## config.mk

```make
export PLATFORM = sky130hd
export DESIGN_NAME = fcf_unit
export DESIGN_NICKNAME = d
export VERILOG_FILES = /design/src/rtl/fcf_pkg.sv /design/src/rtl/fcf_cond.sv /design/src/rtl/fcf_target.sv /design/src/rtl/fcf_addr_chk.sv /design/src/rtl/fcf_unit.sv
export SDC_FILE = /design/constraint.sdc
export NUM_CORES = 1
export LEC_CHECK = 0
export ABC_AREA = 1
export CORE_MARGIN = 2
export CORE_UTILIZATION = 33
export CTS_BUF_LIST = sky130_fd_sc_hd__clkbuf_16
export DETAILED_ROUTE_END_ITERATION = 8
export PLACE_DENSITY = 0.61
export SETUP_SLACK_MARGIN = 0.05
export SYNTH_ARGS = -nofsm -noshare
export SYNTH_HDL_FRONTEND = slang
export SYNTH_SLANG_ARGS = --single-unit
```

## constraint.sdc

```tcl
create_clock -name clk_i -period 3.82 [get_ports clk_i]
set_clock_uncertainty 0.15 [all_clocks]
set_input_delay 0.764 -clock clk_i [delete_from_list [all_inputs] [get_ports clk_i]]
set_output_delay 0.764 -clock clk_i [all_outputs]
set_load 0.03 [all_outputs]
```

## src/rtl/fcf_pkg.sv

```systemverilog
package fcf_pkg;
  localparam int FLAG_W   = 6;
  localparam int NUM_FLD  = 4;
  localparam int SEL_W    = $clog2(NUM_FLD);
  localparam int ADDR_W   = 64;
  localparam int IMM_W    = 21;
  localparam int BUNDLE_SH = 4;
  localparam int DISP_W   = IMM_W + BUNDLE_SH;

  typedef struct packed {
    logic                      qp;
    logic [SEL_W-1:0]          sel;
    logic [NUM_FLD*FLAG_W-1:0] flags;
    logic [FLAG_W-1:0]         trap_ctl;
    logic [ADDR_W-1:0]         ip;
    logic [IMM_W-1:0]          imm;
    logic                      br_impl;
    logic                      tb_en;
    logic                      it;
    logic                      uia_sup;
  } instr_t;
endpackage

```

## src/rtl/fcf_cond.sv

```systemverilog
module fcf_cond
  import fcf_pkg::*;
(
  input  logic [NUM_FLD*FLAG_W-1:0] flags_i,
  input  logic [SEL_W-1:0]          sel_i,
  input  logic [FLAG_W-1:0]         trap_ctl_i,
  output logic                      fail_o
);
  logic [FLAG_W-1:0] fld [NUM_FLD];
  logic [FLAG_W-1:0] work;

  for (genvar g = 0; g < NUM_FLD; g++) begin : g_fld
    assign fld[g] = flags_i[g*FLAG_W +: FLAG_W];
  end

  always_comb begin
    work = '0;
    for (int k = 0; k < NUM_FLD; k++) begin
      if (sel_i == SEL_W'(k)) work = fld[k];
    end
  end

  // fails on a flag not disabled by trap control or not already in field 0
  assign fail_o = |(work & ~trap_ctl_i) | |(work & ~fld[0]);
endmodule

```

## src/rtl/fcf_target.sv

```systemverilog
module fcf_target
  import fcf_pkg::*;
(
  input  logic [ADDR_W-1:0] ip_i,
  input  logic [IMM_W-1:0]  imm_i,
  output logic [ADDR_W-1:0] target_o
);
  logic [DISP_W-1:0] disp;
  logic [ADDR_W-1:0] disp_sx;

  assign disp     = {imm_i, {BUNDLE_SH{1'b0}}};
  assign disp_sx  = {{(ADDR_W-DISP_W){disp[DISP_W-1]}}, disp};
  assign target_o = ip_i + disp_sx;
endmodule

```

## src/rtl/fcf_addr_chk.sv

```systemverilog
module fcf_addr_chk #(
  parameter int HI_W     = 14,
  parameter bit SIGN_EXT = 1'b1
) (
  input  logic [HI_W-1:0] hi_i,
  output logic            unimpl_o
);
  if (SIGN_EXT) begin : g_virt
    // upper bits must all copy the top implemented bit
    assign unimpl_o = !((&hi_i) || (~|hi_i));
  end else begin : g_phys
    assign unimpl_o = |hi_i;
  end
endmodule

```

## src/rtl/fcf_unit.sv

```systemverilog
module fcf_unit
  import fcf_pkg::*;
#(
  parameter int VA_BITS = 51,
  parameter int PA_BITS = 48
) (
  input  logic                      clk_i,
  input  logic                      rst_ni,
  input  logic                      valid_i,
  input  logic                      qp_i,
  input  logic [SEL_W-1:0]          sel_i,
  input  logic [NUM_FLD*FLAG_W-1:0] flags_i,
  input  logic [FLAG_W-1:0]         trap_ctl_i,
  input  logic [ADDR_W-1:0]         ip_i,
  input  logic [IMM_W-1:0]          imm_i,
  input  logic                      br_impl_i,
  input  logic                      tb_en_i,
  input  logic                      it_i,
  input  logic                      uia_sup_i,
  output logic                      redirect_o,
  output logic [ADDR_W-1:0]         target_o,
  output logic                      spec_fault_o,
  output logic [ADDR_W-1:0]         iim_o,
  output logic                      taken_trap_o,
  output logic                      unimpl_trap_o
);
  localparam int VA_HI_W = ADDR_W - VA_BITS + 1;
  localparam int PA_HI_W = ADDR_W - PA_BITS;

  logic              valid_q;
  instr_t            ins_q;
  logic              fail, fire;
  logic [ADDR_W-1:0] tgt;
  logic              va_bad, pa_bad, addr_bad;

  always_ff @(posedge clk_i or negedge rst_ni) begin
    if (!rst_ni) begin
      valid_q <= 1'b0;
      ins_q   <= '0;
    end else begin
      valid_q <= valid_i;
      if (valid_i) begin
        ins_q.qp       <= qp_i;
        ins_q.sel      <= sel_i;
        ins_q.flags    <= flags_i;
        ins_q.trap_ctl <= trap_ctl_i;
        ins_q.ip       <= ip_i;
        ins_q.imm      <= imm_i;
        ins_q.br_impl  <= br_impl_i;
        ins_q.tb_en    <= tb_en_i;
        ins_q.it       <= it_i;
        ins_q.uia_sup  <= uia_sup_i;
      end
    end
  end

  fcf_cond i_cond (
    .flags_i   (ins_q.flags),
    .sel_i     (ins_q.sel),
    .trap_ctl_i(ins_q.trap_ctl),
    .fail_o    (fail)
  );

  fcf_target i_target (
    .ip_i    (ins_q.ip),
    .imm_i   (ins_q.imm),
    .target_o(tgt)
  );

  fcf_addr_chk #(.HI_W(VA_HI_W), .SIGN_EXT(1'b1)) i_va_chk (
    .hi_i    (tgt[ADDR_W-1:VA_BITS-1]),
    .unimpl_o(va_bad)
  );

  fcf_addr_chk #(.HI_W(PA_HI_W), .SIGN_EXT(1'b0)) i_pa_chk (
    .hi_i    (tgt[ADDR_W-1:PA_BITS]),
    .unimpl_o(pa_bad)
  );

  assign fire     = valid_q & ins_q.qp & fail;
  assign addr_bad = ins_q.it ? va_bad : pa_bad;

  assign redirect_o    = fire & ins_q.br_impl;
  assign spec_fault_o  = fire & ~ins_q.br_impl;
  assign target_o      = redirect_o ? tgt : '0;
  assign iim_o         = spec_fault_o ? {{(ADDR_W-IMM_W){1'b0}}, ins_q.imm} : '0;
  assign taken_trap_o  = redirect_o & ins_q.tb_en;
  assign unimpl_trap_o = redirect_o & ~ins_q.uia_sup & addr_bad;
endmodule

```

After elaboration in Yosys (flattened, before gate mapping)
Index checks and enable logic that the tools add are counted.
- equal/unequal tests: 3
- bitwise operators: 14
- multiplexer cells: 7
- reductions and logical operators: 9
- $add $sub $neg: 1
- operators with widths (kind ; count):
    64-bit adder ; 1
    64-bit 2-to-1 mux ; 1
    6-bit 2-to-1 mux ; 4
    21-bit 2-to-1 mux ; 1
    16-bit OR reduction ; 1
    14-bit AND reduction ; 1
    14-bit OR reduction ; 1
    6-bit bitwise AND ; 2
    6-bit NOT ; 2
    6-bit OR reduction ; 2
    1-bit bitwise AND ; 7
    2-bit equality test, second input constant ; 2
    2-bit by 1-bit equality test with 1-bit output, second input constant ; 1
    1-bit zero test ; 2
    2-bit zero test ; 1
    1-bit NOT ; 2
    1-bit logical OR ; 1
    1-bit 2-to-1 mux ; 1
    1-bit OR ; 1
- register bits: 123
- input bits: 125
- word-level logic and storage cells: 45
- output and inout port bits: 132

Depth between registers and ports, before layout
- depth after elaboration: 12
- depth in mapped cells: 20
- gate-level depth less buffers: 20

By module
A second synthesis with hierarchy kept.
- cells, all modules: 1993
- area total of the unflattened synthesis: 11731.3 µm²
- by module, submodules not included (module ; sequential area each (µm²) ; cells an instance ; times used ; area each (µm²)):
    fcf_unit ; 3078.0 ; 729 ; 1 ; 5858.1
    fcf_target ; 0.0 ; 1142 ; 1 ; 5360.1
    fcf_cond ; 0.0 ; 72 ; 1 ; 324.1
    fcf_addr_chk at i_va_chk ; 0.0 ; 35 ; 1 ; 132.6
    fcf_addr_chk at i_pa_chk ; 0.0 ; 15 ; 1 ; 56.3

Least setup slack after synthesis
OpenSTA, ideal clock, no wires.
- kind: reg-to-output
- start: register ins_q[24] in the netlist's numbering
- end: output unimpl_trap_o
- path slack: 0.002 ns
- data required time: 2.906 ns
- path buffers: 0
- data arrival time: 2.904 ns
- stages on the path, launching flop included: 19
- path through: dfrtp_1 > ha_1 > nand2_1 > inv_1 > nand2_1 > nand2_1 > inv_1 > nand2_1 > a21oi_1 > nor2_1 > nor2_1 > nand2_1 > nand2_1 > nand2_1 > nand3_1 > nor2_1 > nand2_1 > nand2_1 > a21oi_2
- word-level cells in the longest chain between the ends: 7
- elaborated cells on any way between the ends: 9
- those cells by class: add/sub: 1; mux: 1; bitwise: 1; reduce/logical: 6
- ends and longest elaborated chain (what ; RTL line ; RTL):
    from (decl) ; fcf_unit.sv:31 ; instr_t ins_q;
    64-bit adder (*) ; fcf_target.sv:13 ; assign target_o = ip_i + disp_sx;
    14-bit OR reduction ; fcf_addr_chk.sv:10 ; assign unimpl_o = !((&hi_i) || (~|hi_i));
    1-bit zero test ; fcf_addr_chk.sv:10 ;
    1-bit logical OR ; fcf_addr_chk.sv:10 ;
    1-bit zero test ; fcf_addr_chk.sv:10 ;
    1-bit 2-to-1 mux (*) ; fcf_unit.sv:81 ; assign addr_bad = ins_q.it ? va_bad : pa_bad;
    1-bit bitwise AND (*) ; fcf_unit.sv:88 ; assign unimpl_trap_o = redirect_o & ~ins_q.uia_sup & addr_bad;
    to (decl) ; fcf_unit.sv:25 ; output logic unimpl_trap_o
Every way passes the cells marked *; elsewhere a longest branch is shown, timed or not.

Final worst setup path
Ends and elaborated chain as after synthesis.

==> reports/results.ini <==
[yosys]
synthAdderAreaFrac_pct=7.07
syn_avg_cell_area_sq_um=6.47
synth_top_area_share_pct=28.7
synthTopCellsByArea=dfrtp_1 (29%), nand2_1 (20%), inv_1 (11%), mux2_2 (7.6%), nor2_1 (7.1%)
synth_ff_type=dfrtp_1
synth_cell_types=35
synth_top_family_by_area=simple AND/OR/NAND/NOR gates
yosysSeqAreaShare_pct=28.7
synth-seq-cells=123
postSynthCellCount=1658
synthesis.area_sq_um=10700
synth.mux.area_fraction_pct=7.56
synth_xor_area_share_pct=3.59
async_flop_share_pct=100
synth_most_common_cell=nand2_1
yosys.area.top_type=dfrtp_1
synth_compound_area_share_pct=7.03
yosys_warnings=0
yosys-top-cells-count=nand2_1 (563), inv_1 (301), nor2_1 (203)
synth_edf_count=0
yosys.area_share.simple_pct=31.0

[pwr]
clkPwrFrac_pct=26.2
swShare_pct=42.2
pwr-share-seq_pct=23.4
switchingPower_mw=2.75
power.density_nw_per_um2=381
p_int_mw=3.77
power.total_mw=6.52
cellLeakagePower_nw=8.32
ir_drop_mv=0.332
combPwrFrac_pct=50.4

[routing]
drtIter0Drc=627
drc=0
ant_nets=0
routedWlPerCell_um=15.9
avgViaCountPerCell=4.61
vias=11400
routed_wl_um=39200
dr.pass1.iters=6

[global_routing]
grt_pass1_vias=11100
antenna_found_initial=0
grt_max_degree=80
grt_pass1_wl_um=58000
overflow=0
grt.total_usage_pct=22.0

[job]
drv_cap=0

[status]
violations=setup timing
status=complete, but fails checks

[place]
dp_hpwl_um=29800
place_inst=2396
gp_congestion=0.934
io_buffers=213

[clock_tree]
ctsLongestPathBuffers=2
ctsHoldBuffers=0
cts_tree=done
insertion_delay_ns=0.43
cts-buffers-inserted=17
cts_sinks=123
cts_htree_levels=4
clk_pin_slew_ns=0.08
root_buffer=clkbuf_16

[sta]
setup_violations=27
fin_tns_setup_ns=-2.81
finalHoldViolCount=0
rsz0062_at_grt=yes
fin_crit_sh_pct=112
clock.fmax_mhz=234
finalMaxSlewViolations=0
tightest_slew_ns=0.836
fin_ws_ns=-0.445
holdWs_ns=0.258
fin_crit_ns=4.26
relSlewSlack_pct=44.3

[die]
dieArea_sq_um=34000
die_w_um=184
rows=66
die_y_um=184
fp.coreArea_sq_um=32300
start_util_pct=33.2
pin_count=257

[worst_setup_path]
crit_fanout=9
crit_path_start_kind=flop
worstPathArrival_ns=3.35
r2r_cells=2
cp.required_ns=2.91
worstSetupPathType=reg2out
critPathCaptureType=output pin

[cells_and_area]
fin_nets=2195
area_growth_pct=59.4
antenna_cells=0
seq_area_sq_um=3080
drive_above_1_share_pct=33.8
nFillCells=3088
finalNonFillerCells=2465
multi_input_area_sq_um=7990

[hold_path]
min_path_type=in2async

[routing by layer]
| layer | wire (um) | vias to the layer above | track usage, % | part of all wire [%] |
|---|---|---|---|---|
| li1 | - | 5699 | - | - |
| met3 | 2780 | 52 | 5.12 | 7.1 |
| met5 | 0 | - | 0 | 0 |
| met1 | 16900 | 5234 | 28.2 | 43 |
| met2 | 18600 | 375 | 37.7 | 47 |
| met4 | 883 | 0 | 4.58 | 2.3 |
[final cells by class]
cell class                 count  share of cell area, %
timing repair buffer         362                   21.9
tap                          442                   3.23
sequential                   123                   18.0
clock buffer                  17                   2.49
multi-input combinational   1204                   46.7
clock inverter                15                  0.995
inverter                     302                   6.63
[power by group through the flow]
stage	registers (mW)	logic, mW	clock network (mW)
floorplan	1.50	1.55	0
global placement	1.52	2.57	0
detailed placement	1.52	2.57	0
CTS	1.50	2.70	1.74
global route	1.54	3.57	1.79
finish	1.52	3.29	1.71
[registers in the layout, indices dropped and copies added, names as in the netlist]
signal and flops:
ins_q 122, valid_q 1
[final timing paths]
check | start | end | slack, ns
worst max-delay path | ins_q[24]$_DFFE_PN0P_ | unimpl_trap_o | -0.44
worst min-delay path | rst_ni | ins_q[14]$_DFFE_PN0P_ | 0.26
worst max register to register | ins_q[24]$_DFFE_PN0P_ | ins_q[24]$_DFFE_PN0P_ | 2.75
worst min register to register | ins_q[109]$_DFFE_PN0P_ | ins_q[109]$_DFFE_PN0P_ | 0.36
max in group asynchronous | rst_ni | ins_q[74]$_DFFE_PN0P_ | 2.48
min in group clk_i | ins_q[109]$_DFFE_PN0P_ | ins_q[109]$_DFFE_PN0P_ | 0.36
[logic make-up after synthesis]
logic type	after synthesis
DFF	123
and+or+nand+nor	845
AOI/OAI and AO/OA	139
buffers and inverters	374
muxes	72
other	1
xor gates and xnor gates	44
adders and majority gates	60
[through the flow]
stage	setup slack (ns)	util, %	cell area [sq um]
6_report	-0.445	53.0	17100
4_1_cts	-0.383	47.3	15300
2_1_floorplan	0.361	-	10900
3_5_place_dp	-0.180	44.2	14300
5_1_grt	-0.593	53.0	17100
3_3_place_gp	-0.180	44.2	14300
[critical path, cell delays in order, from the launching register on]
cell and delay [ns]:
dfrtp_4 0.59, buf_12 0.21, ha_4 0.30, nand2_1 0.12
nor2_2 0.19, nand2_1 0.16, nor3_2 0.17, buf_4 0.15
nand2_1 0.10, nand3_1 0.10, nand2_1 0.06, nand2_2 0.14
nor2_1 0.07, nand2_1 0.06, nor2_1 0.05, nand2_1 0.06
nand2_2 0.06, a21oi_4 0.16, buf_12 0.14
[cell usage in the layout, fill, tap and decap left out, types with 49 or more instances in the layout]
cell type and count:
inv_1 274, o21ai_0 60, buf_4 166, nand2_2 98, nor2_2 49, dfrtp_1 121, nor2_1 122, clkdlybuf4s50_1 122
nand2_1 450, mux2_2 72
[what timing repair did]
action / 4_1_cts / 5_1_grt
pin swaps: 6 / 87
setup buffers: 2 / 30
setup endpoints to repair: 78 / 79
cloned: 1 / 6
resized for setup: 96 / 351
(Power assumes the default switching activity.)
